==> src/rtl/wsh_pkg.sv <==
`timescale 1ns/1ps
// Shared constants and helpers for the widening shift block.
// Assumes element widths grow by powers of two from a base width.
package wsh_pkg;
    localparam int unsigned SIZE_W = 2;

    // Element width selected by a size code
    function automatic int unsigned elem_width(int unsigned base_w, int unsigned code);
        return base_w << code;
    endfunction
endpackage

==> src/rtl/wsh_size_decode.sv <==
`timescale 1ns/1ps
// Decodes the size code into a one-hot path select.
// Assumes codes at or above NUM_SIZES are reserved; these give no select and raise reserved.
module wsh_size_decode #(
    parameter int unsigned SIZE_W    = 2,
    parameter int unsigned NUM_SIZES = 3
) (
    input  logic [SIZE_W-1:0]    size_code,
    output logic [NUM_SIZES-1:0] sel,
    output logic                 reserved
);
    // One compare per supported code
    for (genvar s = 0; s < NUM_SIZES; s++) begin : g_sel
        assign sel[s] = (size_code == SIZE_W'(s));
    end

    // Reserved when no supported code matched
    assign reserved = ~|sel;
endmodule

==> src/rtl/wsh_widen_path.sv <==
`timescale 1ns/1ps
// Widens every ELEM_W-bit element of the source to twice its width and
// shifts it left by ELEM_W, one result lane per source element.
// Assumes SRC_W is a multiple of ELEM_W.
module wsh_widen_path #(
    parameter int unsigned SRC_W  = 64,
    parameter int unsigned ELEM_W = 8
) (
    input  logic [SRC_W-1:0]   src,
    input  logic               is_unsigned,
    output logic [2*SRC_W-1:0] wide
);
    localparam int unsigned LANES  = SRC_W / ELEM_W;
    localparam int unsigned LANE_W = 2 * ELEM_W;

    for (genvar lane = 0; lane < LANES; lane++) begin : g_lane
        logic [ELEM_W-1:0] elem;
        logic [LANE_W-1:0] ext;
        // Pick the element out of the source
        assign elem = src[lane*ELEM_W +: ELEM_W];
        // Sign or zero extension to the double width
        assign ext  = {{ELEM_W{~is_unsigned & elem[ELEM_W-1]}}, elem};
        // Shift by the element width into the upper half of the lane
        assign wide[lane*LANE_W +: LANE_W] = ext << ELEM_W;
    end
endmodule

==> src/rtl/wsh_widen_shift.sv <==
`timescale 1ns/1ps
// Widening shift by element width, with a one-cycle registered result.
// Builds one widening path per supported size and muxes the result by the size code.
// A reserved code gives zero data and sets the invalid flag.
// Assumes a synchronous active-low reset; the register loads only on edges with in_valid high.
module wsh_widen_shift
    import wsh_pkg::*;
#(
    parameter int unsigned SRC_W     = 64,
    parameter int unsigned BASE_W    = 8,
    parameter int unsigned NUM_SIZES = 3
) (
    input  logic                 clk,
    input  logic                 rst_n,
    input  logic                 in_valid,
    input  logic [SRC_W-1:0]     in_src,
    input  logic [SIZE_W-1:0]    in_size,
    input  logic                 in_unsigned,
    output logic                 out_valid,
    output logic [2*SRC_W-1:0]   out_data,
    output logic                 out_invalid
);
    localparam int unsigned DST_W = 2 * SRC_W;

    logic [NUM_SIZES-1:0] sel;
    logic                 reserved;
    logic [DST_W-1:0]     path [NUM_SIZES];
    logic [DST_W-1:0]     picked;

    wsh_size_decode #(
        .SIZE_W    (SIZE_W),
        .NUM_SIZES (NUM_SIZES)
    ) u_decode (
        .size_code (in_size),
        .sel       (sel),
        .reserved  (reserved)
    );

    // One widening path per element size
    for (genvar s = 0; s < NUM_SIZES; s++) begin : g_path
        wsh_widen_path #(
            .SRC_W  (SRC_W),
            .ELEM_W (elem_width(BASE_W, s))
        ) u_path (
            .src         (in_src),
            .is_unsigned (in_unsigned),
            .wide        (path[s])
        );
    end

    // OR-mux of the selected path; zero when the code is reserved
    always_comb begin
        picked = '0;
        for (int s = 0; s < NUM_SIZES; s++) begin
            if (sel[s]) picked = picked | path[s];
        end
    end

    // Output register: loads on a strobe, holds otherwise
    always_ff @(posedge clk) begin
        if (!rst_n) begin
            out_valid   <= 1'b0;
            out_data    <= '0;
            out_invalid <= 1'b0;
        end else begin
            out_valid <= in_valid;
            if (in_valid) begin
                out_data    <= picked;
                out_invalid <= reserved;
            end
        end
    end
endmodule

==> config.mk <==
export PLATFORM = sky130hd
export DESIGN_NAME = wsh_widen_shift
export DESIGN_NICKNAME = d
export VERILOG_FILES = /design/src/rtl/wsh_pkg.sv /design/src/rtl/wsh_size_decode.sv /design/src/rtl/wsh_widen_path.sv /design/src/rtl/wsh_widen_shift.sv
export SDC_FILE = /design/constraint.sdc
export NUM_CORES = 1
export LEC_CHECK = 0
export ABC_CLOCK_PERIOD_IN_PS = 1500
export BUFFER_PORTS_ARGS = -buffer_cell sky130_fd_sc_hd__clkbuf_2
export CORE_MARGIN = 5
export CORE_UTILIZATION = 45
export DETAILED_ROUTE_END_ITERATION = 7
export MAX_ROUTING_LAYER = met4
export PLACE_DENSITY = 0.75
export SYNTH_ARGS = -nofsm -noshare
export SYNTH_HDL_FRONTEND = slang
export SYNTH_HIERARCHICAL = 1
export SYNTH_SLANG_ARGS = --single-unit
==> constraint.sdc <==
create_clock -name clk -period 1.5 [get_ports clk]
set_input_delay 0.225 -clock clk [delete_from_list [all_inputs] [get_ports clk]]
set_output_delay 0.225 -clock clk [all_outputs]
set_load 0.02 [all_outputs]
==> results of run 1 <==
kinds of logic (layout without fill, tap and decap cells):
logic type,after synthesis,in the layout,synth area share (%)
DFF,130,130,29.9
muxes,1,1,0.115
AOI/OAI and AO/OA,384,384,29.5
other,3,192,0.130
and+or+nand+nor,6,6,0.446
buffers and inverters,469,257,39.9
final cells by class:
class | count | area, um^2 | area share, %
Sequential cell | 130 | 2600 | 31.6
Clock inverter | 13 | 171 | 2.08
Timing Repair Buffer | 225 | 1340 | 16.3
Clock buffer | 19 | 453 | 5.50
Tap cell | 260 | 325 | 3.95
Multi-Input combinational cell | 583 | 3350 | 40.6
tightest hold or removal path, stage by stage:
cell and delay [ns]:
clkbuf_2 0.10, a222oi_1 0.06, a21oi_1 0.13
path summary, 6_finish.rpt:
path | from | endpoint | slack [ns] | depth (start not counted)
max reg2reg | out_data[56] | out_data[56] | 0.82 | 2
max | in_size[0] | out_data[109] | 0.20 | 5
min | in_src[61] | out_data[125] | 0.13 | 3
min reg2reg | out_data[46] | out_data[46] | 0.52 | 2
registers in the layout, summed over array words and instances, names as in the netlist:
| signal | cells |
|---|---|
| out_data | 128 |
| out_invalid | 1 |
| out_valid | 1 |
placed cells by master, fill, tap and decap left out, drive strengths merged:
cell	instances
nor2	1
nor2b	2
dfxtp	130
and2b	1
clkinv	3
o21ai	128
inv	5
a222oi	128
clkbuf	215
clkinvlp	2
buf	29
bufinv	3
and2	2
a21oi	128
mux2i	1
conb	192
power by group:
part	total, mW	internal [mW]	switching (mW)
combinational	1.68	0.622	1.06
sequential	3.83	3.70	0.123
clock	4.41	2.73	1.68
total	9.92	7.06	2.86
synth_stat cells, drive strengths merged:
library cell / instances / area, um^2
a21oi: 128 / 641
nor2: 1 / 3.75
nor2b: 2 / 12.5
buf: 453 / 3410
a222oi: 128 / 1280
and2b: 1 / 8.76
clkbuf: 16 / 60.1
and2: 2 / 13.8
conb: 3 / 11.3
dfxtp: 130 / 2600
mux2i: 1 / 10.0
o21ai: 128 / 641
stage by stage:
stage,power (mW),TNS [ns],hold slack (ns)
5_1_grt,10.4,0,0.126
6_report,9.92,0,0.129
3_3_place_gp,5.54,-4.74,0.505
2_1_floorplan,5.73,0,0.507
3_5_place_dp,5.57,-6.26,0.510
4_1_cts,10.1,0,0.111
routing by layer:
metal	routed length, um	part of all wire, %
met5	0	0
met3	1320	7.4
met2	8110	46
met1	8050	45
met4	223	1.3
==> key figures, run 1 <==
Routing
  • Drc violations: 19
  • Via count: just over 6000
  • Vias per cell: 4.93
  • Drt pass-1 iters: 8
  • Initial drt markers: 897
  • Post-DR wirelength/cell: about 14 um
  • Antenna viol nets, final: 0
  • Final wirelength: 17700 um

STA
  • # setup viols final: 0
  • Clock skew: 0 ns
  • RSZ-0062 raised after global routing: no
  • Tmin final: 1.30 ns
  • Final slew viol count: 0
  • Worst setup margin: roughly 0.2 ns
  • Worst Max-Slew Pin Slew: 0.807 ns
  • Fin crit share: 86.4%
  • Final Hold Fails: 0
  • Max Fclk: between 0.7 and 0.8 GHz
  • Max-Slew Margin vs Limit: 46.1%

Die
  • Cell Rows: 50
  • I/O pin count: 200
  • Die ar.: 22200 um^2
  • Core Box Area: 18800 um^2
  • Initial Utilization: around 46%
  • Chip height: 149 um
  • Die Wd: 149 um

Final layout
  • Area Overhead vs Synth: -5.18%
  • Layout cells sized above 1: 26.9%
  • Nets: 1027
  • Fin area: 8240 um^2
  • Cell Count, Final, Fillers Out: 1230
  • Fin util: 43.8%
  • Filler cell count: around 1900
  • Ant. Diodes: 0

Setup path
  • CP Data Required Time: 1.85 ns
  • Critical-path cell list: clkbuf_2 > nor2_4 > buf_4 > a222oi_1 > a21oi_1
  • Critical-path maximum fanout: 27
  • Crit path launch type: primary input
  • Max incr delay on CP: around 0.64 ns
  • Crit Path Category: in -> reg
  • Critical path data arrival time: 1.64 ns
  • Setup crit end kind: flip-flop
  • Bufs and invs on worst path: 2
  • Cell family with most CP delay: simple AND/OR/NAND/NOR gates
  • CP max-delay cell: nor2_4

Synthesis
  • Mapped cell area: about 8700 um^2
  • Yosys reg bits: 130
  • Sequential share of the synthesized area: 29.9%
  • Syn Inst Count: between 900 and 1000
  • Syn_area_per_cell: 8.75 um^2
  • Library cells used by synthesis: 15
  • YS warnings: 6

Placed design
  • # port buffers: between 150 and 200
  • Placer Congestion: 0.751
  • Post-DP HPWL: 11700 um
  • Placed cell area: 7620 um^2
  • Worst slack, placed: -0.214 ns
  • Dpl cells: roughly 1200

Clock network
  • Hold-fix buffers, CTS: 0
  • Number of H-tree levels: 4
  • Clock slew at reported path FFs: 0.06 ns
  • TritonCTS clock tree: done
  • Num CTS Buffers: 17
  • Post-cts sizing count: 0
  • Clock Latency Late Sink: 0.41 ns
  • Setup Fix Bufs, Post-CTS: 0
  • Root Driver: clkbuf_16
  • # clock sinks: between 100 and 150
  • Clock tree buffer depth: 2

Global routing
  • GR peak layer: met2
  • Met3 usage: between 3 and 4%
  • Grt total ovfl: 0
  • Initial antenna violation count: 0
  • Vias in the first global route: 5384
  • Met2 usage: 23.4%
  • GRT Total Usage: 15.7%
  • Met1 global-route usage: 21.0%
  • Pin count of the biggest net entering global routing: 84
  • First-pass GRT wire length: 27900 um

Status
  • Status: complete, but fails checks
  • Failing checks: DRC

Power and ir drop
  • Leak: 3.70 nW
  • Power Density: between 1000 and 1500 nW/um^2
  • Peak supply drop: 739 uV

Worst hold path
  • Hold crit path type: in -> reg

Flow run
  • Max-Cap Viols: 0
(Power assumes the default switching activity.)
==> inputs of run 2 (changes only) <==
Settings changed: CTS_BUF_LIST set to sky130_fd_sc_hd__clkbuf_16.
==> key figures, run 2 (same netlist as run 1, synthesis figures left out) <==
Status
  • Status: complete, but fails checks
  • Failing checks: DRC

Die
  • Die Wd: 149 um (unchanged)
  • Die ar.: 22200 um^2 (unchanged)
  • Chip height: 149 um (unchanged)
  • I/O pin count: 200 (unchanged)
  • Core Box Area: 18800 um^2 (unchanged)
  • Cell Rows: 50 (unchanged)
  • Initial Utilization: 46.2% (unchanged)

Power and ir drop
  • Peak supply drop: 735 uV (-0.55%)
  • Total power: 9.83 mW (-0.95%)
  • Power Density: 1200 nW/um^2 (-0.71%)
  • Leak: 3.68 nW (-0.30%)

Clock network
  • Root Driver: clkbuf_16
  • Setup Fix Bufs, Post-CTS: 0 (unchanged)
  • # clock sinks: 130 (unchanged)
  • Post-cts sizing count: 0 (unchanged)
  • Clock tree buffer depth: 2 (unchanged)
  • Clock Latency Late Sink: 0.41 ns (about the same)
  • TritonCTS clock tree: done
  • Clock slew at reported path FFs: 0.07 ns (about the same)
  • Number of H-tree levels: 4 (unchanged)
  • Num CTS Buffers: 17 (unchanged)
  • Hold-fix buffers, CTS: 0 (unchanged)

Final layout
  • Most common cell after layout, fill and taps aside: clkbuf_2
  • Fin util: 43.7% (-0.11 points)
  • Largest regs: out_data x128, out_invalid x1, out_valid x1
  • Area Overhead vs Synth: -5.41%
  • Nets: 1027 (unchanged)
  • Layout cells sized above 1: 26.7% (-0.21 points)
  • Filler cell count: 1856 (+0.22%)
  • Ant. Diodes: 0 (unchanged)
  • Largest register FFs: 128 (unchanged)
  • Cell Count, Final, Fillers Out: 1230 (unchanged)
  • Commonest non-fill, non-tap cells in the layout: clkbuf_2 (196), conb_1 (192), dfxtp_1 (130)
  • Largest Register: out_data
  • Fin area: 8220 um^2 (-0.24%)

Placed design
  • Placer Congestion: 0.751 (unchanged)
  • Worst slack, placed: -0.214 ns (unchanged)
  • Post-DP HPWL: 11700 um (unchanged)
  • # port buffers: 198 (unchanged)
  • Dpl cells: 1198 (unchanged)
  • Placed cell area: 7620 um^2 (unchanged)

Routing
  • Initial drt markers: 872 (-2.8%)
  • Antenna viol nets, final: 0 (unchanged)
  • Via count: 6102 (+0.53%)
  • Post-DR wirelength/cell: 14.4 um (about the same)
  • Vias per cell: 4.96 (+0.53%)
  • Drc violations: 3 (-16)
  • Drt pass-1 iters: 8 (unchanged)
  • Final wirelength: 17700 um (about the same)

Setup path
  • Critical-path maximum fanout: 27 (unchanged)
  • Max incr delay on CP: 0.63 ns (about the same)
  • CP max-delay cell: nor2_4
  • Bufs and invs on worst path: 2 (unchanged)
  • CP startpoint: in_size[0]
  • Worst Reg-to-Reg Cells: 2 (unchanged)
  • Crit path to: out_data[109]
  • CP Data Required Time: 1.85 ns (about the same)
  • Cell family with most CP delay: simple AND/OR/NAND/NOR gates
  • Setup crit end kind: flip-flop
  • Critical path data arrival time: 1.64 ns (about the same)
  • Crit path launch type: primary input
  • Crit Path Category: in -> reg
  • R2r startpoint: out_data[56]
  • Reg2reg end: out_data[56]
  • Critical Path Stages: 5 (unchanged)
  • Worst reg2reg setup slack: 0.81 ns (about the same)
  • Critical-path cell list: clkbuf_2 > nor2_4 > buf_4 > a222oi_1 > a21oi_1

STA
  • # setup viols final: 0 (unchanged)
  • Tmin final: 1.29 ns (-0.00639 ns)
  • Final setup TNS: 0 ns (unchanged)
  • Worst setup margin: 0.210 ns (+0.00639 ns)
  • Final Hold Fails: 0 (unchanged)
  • Hold_ws: 0.129 ns (+0.000177 ns)
  • RSZ-0062 raised after global routing: no
  • Max-Slew Margin vs Limit: 46.6% (+0.54 points)
  • Fin crit share: 86.0% (-0.43 points)
  • Max Fclk: 0.775 GHz (+0.50%)
  • Final slew viol count: 0 (unchanged)
  • Clock skew: 0 ns (unchanged)
  • Worst Max-Slew Pin Slew: 0.799 ns (-0.00813 ns)

Flow run
  • Max-Cap Viols: 0 (unchanged)

Global routing
  • Initial antenna violation count: 0 (unchanged)
  • Grt total ovfl: 0 (unchanged)
  • Vias in the first global route: 5387 (+0.056%)
  • First-pass GRT wire length: 28000 um (about the same)
  • Pin count of the biggest net entering global routing: 84 (unchanged)
  • GRT Total Usage: 15.8% (+0.033 points)

Worst hold path
  • Hold crit path type: in -> reg
run 2: per-layer routing:
layer  vias up  part of all wire (%)  GRT usage (%)
met4         0                  0.97           4.07
li1       3061                     -              -
met3        14                   8.1           4.71
met1      2792                    45           21.0
met5         -                     0              -
met2       235                    46           23.4
run 2: worst min path at each step:
stage | slack (ns) | from | end | cells after the start
6_report | 0.13 | in_src[61] | out_data[125] | 3
5_1_grt | 0.12 | in_src[56] | out_data[120] | 3
4_1_cts | 0.11 | in_src[61] | out_data[125] | 3
3_5_place_dp | 0.51 | out_data[6] | out_data[6] | 2
3_3_place_gp | 0.50 | out_data[118] | out_data[118] | 2
2_1_floorplan | 0.51 | in_src[58] | out_data[122] | 3
run 2: final cells by class:
cell class | instances | area [um^2] | area share (%)
clock inverter | 15 | 179 | 2.18
clock buffer | 17 | 425 | 5.18
multi-input combinational | 583 | 3350 | 40.7
timing repair buffer | 225 | 1340 | 16.3
tap | 260 | 325 | 3.96
sequential | 130 | 2600 | 31.7
run 2: worst min-delay path, delay by kind of cell:
family,cells,cell delay [ns]
compound gates,2,0.19
buf+inv,1,0.09
run 2: power by group:
group | internal [mW] | total [mW] | leakage, nW | switching, mW
logic | 0.622 | 1.68 | 2.32 | 1.06
clock network | 2.63 | 4.32 | 0.290 | 1.69
registers | 3.70 | 3.83 | 1.08 | 0.123
==> inputs of run 3 (changes only) <==
Settings changed: CAP_MARGIN set to 40, CORE_UTILIZATION 45 to 56, PLACE_DENSITY 0.75 to 0.88.
==> key figures, run 3 (same netlist as run 1, synthesis figures left out) <==
Power and ir drop
  • Power Density: 1210 nW/um^2 (+1.1%)
  • Switching part of the total power: 27.8% (-1.4 points)
  • Int Pwr: 7.09 mW (+1.8%)
  • Clock share of power: 43.9% (about the same)
  • P_sw: 2.73 mW (-4.9%)
  • Peak supply drop: 723 uV (-1.7%)
  • Leak: 3.66 nW (-0.54%)
  • Combinational share of power: 17.1% (about the same)
  • Power share of the sequential group: 39.0% (about the same)

STA
  • Worst setup margin: 0.318 ns (+0.108 ns)
  • Tmin final: 1.18 ns (-0.108 ns)
  • Final Hold Fails: 0 (unchanged)
  • Fin crit share: 78.8% (-7.2 points)
  • RSZ-0062 raised after global routing: no
  • Final setup TNS: 0 ns (unchanged)
  • Final slew viol count: 0 (unchanged)
  • Clock skew: 0 ns (unchanged)
  • Max Fclk: 0.846 GHz (+9.2%)
  • # setup viols final: 0 (unchanged)

Status
  • Failing checks: DRC
  • Status: complete, but fails checks

Global routing
  • Pin count of the biggest net entering global routing: 75 (-11%)
  • Initial antenna violation count: 0 (unchanged)
  • Vias in the first global route: 5657 (+5.0%)
  • Grt total ovfl: 0 (unchanged)
  • GRT Total Usage: 19.4% (+3.6 points)
  • First-pass GRT wire length: 28000 um (+0.18%)

Placed design
  • Worst slack, placed: 0.0471 ns (+0.261 ns)
  • Placer Congestion: 0.760 (+1.2%)
  • # port buffers: 198 (unchanged)
  • Dpl cells: 1121 (-6.4%)
  • Post-DP HPWL: 11500 um (-1.8%)

Final layout
  • Ant. Diodes: 0 (unchanged)
  • Filler cell count: 1409 (-24%)
  • Largest regs: out_data x128, out_invalid x1, out_valid x1
  • Largest register FFs: 128 (unchanged)
  • Nets: 1022 (-0.49%)
  • Layout cells sized above 1: 26.3% (-0.38 points)
  • Area Overhead vs Synth: -6.59%
  • Area of the multi-input gates: 3350 um^2 (unchanged)
  • Fin util: 53.4% (+9.7 points)
  • Cell Count, Final, Fillers Out: 1153 (-6.3%)
  • FF+latch area: 2600 um^2 (unchanged)
  • Commonest non-fill, non-tap cells in the layout: clkbuf_2 (196), conb_1 (192), dfxtp_1 (130)
  • Largest Register: out_data
  • Most common cell after layout, fill and taps aside: clkbuf_2

Die
  • Die Wd: 135 um (-9.7%)
  • Initial Utilization: 57.2% (+11 points)
  • Cell Rows: 45 (-10%)
  • Chip height: 135 um (-9.7%)
  • Core Box Area: 15200 um^2 (-19%)
  • Die ar.: 18100 um^2 (-18%)
  • I/O pin count: 200 (unchanged)

Setup path
  • Crit path launch type: flip-flop
  • CP max-delay cell: dfxtp_1
  • Setup crit end kind: output pin
  • Critical-path cell list: clkbuf_2
  • Crit Path Category: reg -> out
  • Max incr delay on CP: 0.35 ns (-0.28 ns)
  • Critical-path maximum fanout: 2 (-93%)
  • CP Data Required Time: 1.27 ns (-0.58 ns)
  • Bufs and invs on worst path: 1 (-1)
  • Critical path data arrival time: 0.96 ns (-0.68 ns)
  • Cell family with most CP delay: flip-flops

Routing
  • Drc violations: 61 (+58)
  • Vias per cell: 5.31 (+7.0%)
  • Initial drt markers: 871 (-0.11%)
  • Drt pass-1 iters: 8 (unchanged)
  • Post-DR wirelength/cell: 15.3 um (+6.3%)
  • Final wirelength: 17600 um (-0.36%)
  • Antenna viol nets, final: 0 (unchanged)
  • Via count: 6120 (+0.29%)

Clock network
  • TritonCTS clock tree: done
  • Setup Fix Bufs, Post-CTS: 0 (unchanged)
  • Hold-fix buffers, CTS: 0 (unchanged)
  • Num CTS Buffers: 17 (unchanged)
  • Clock slew at reported path FFs: 0.06 ns (about the same)
  • Clock tree buffer depth: 2 (unchanged)
  • # clock sinks: 130 (unchanged)
  • Clock Latency Late Sink: 0.40 ns (about the same)
  • Number of H-tree levels: 4 (unchanged)
  • Post-cts sizing count: 0 (unchanged)
  • Root Driver: clkbuf_16

Worst hold path
  • Hold crit path type: in -> reg

Flow run
  • Max-Cap Viols: 0 (unchanged)
run 3: power groups by stage:
stage / combinational (mW) / clock (mW) / sequential, mW
3_5_place_dp: 1.66 / 0 / 3.90
2_1_floorplan: 1.54 / 0 / 4.19
6_report: 1.68 / 4.30 / 3.83
3_3_place_gp: 1.63 / 0 / 3.89
5_1_grt: 1.85 / 4.58 / 3.86
4_1_cts: 1.67 / 4.40 / 3.83
run 3: per-layer routing:
layer	GRT usage (%)	wire, um	vias to the layer above
met2	30.9	8490	246
met4	5.54	186	0
met3	6.04	1570	15
met5	-	0	-
li1	-	-	3041
met1	23.8	7380	2818
run 3: per-stage QoR:
stage | hold slack, ns | power (mW) | cell area [um^2]
after floorplan | 0.507 | 5.73 | 9400
after global placement | 0.496 | 5.52 | 7500
after CTS | 0.115 | 9.91 | 8120
final | 0.135 | 9.82 | 8120
after detailed placement | 0.509 | 5.56 | 7500
after global routing | 0.130 | 10.3 | 8120
run 3: final cells by class:
type	instances	share of cell area (%)
timing repair buffer	220	16.2
tap	188	2.90
clock inverter	15	2.36
clock buffer	17	5.24
multi-input combinational	583	41.2
sequential	130	32.1
run 3: worst paths after layout:
kind | cells past startpoint | end | start | slack [ns]
min reg2reg | 2 | out_invalid | out_invalid | 0.52
max reg2reg | 2 | out_data[102] | out_data[102] | 0.79
max | 1 | out_data[33] | out_data[33] | 0.32
min | 3 | out_data[121] | in_src[57] | 0.14
run 3: worst register-to-register path, stage by stage (launching register included):
cell,delay (ns)
dfxtp_1,0.32
o21ai_0,0.21
a21oi_1,0.07
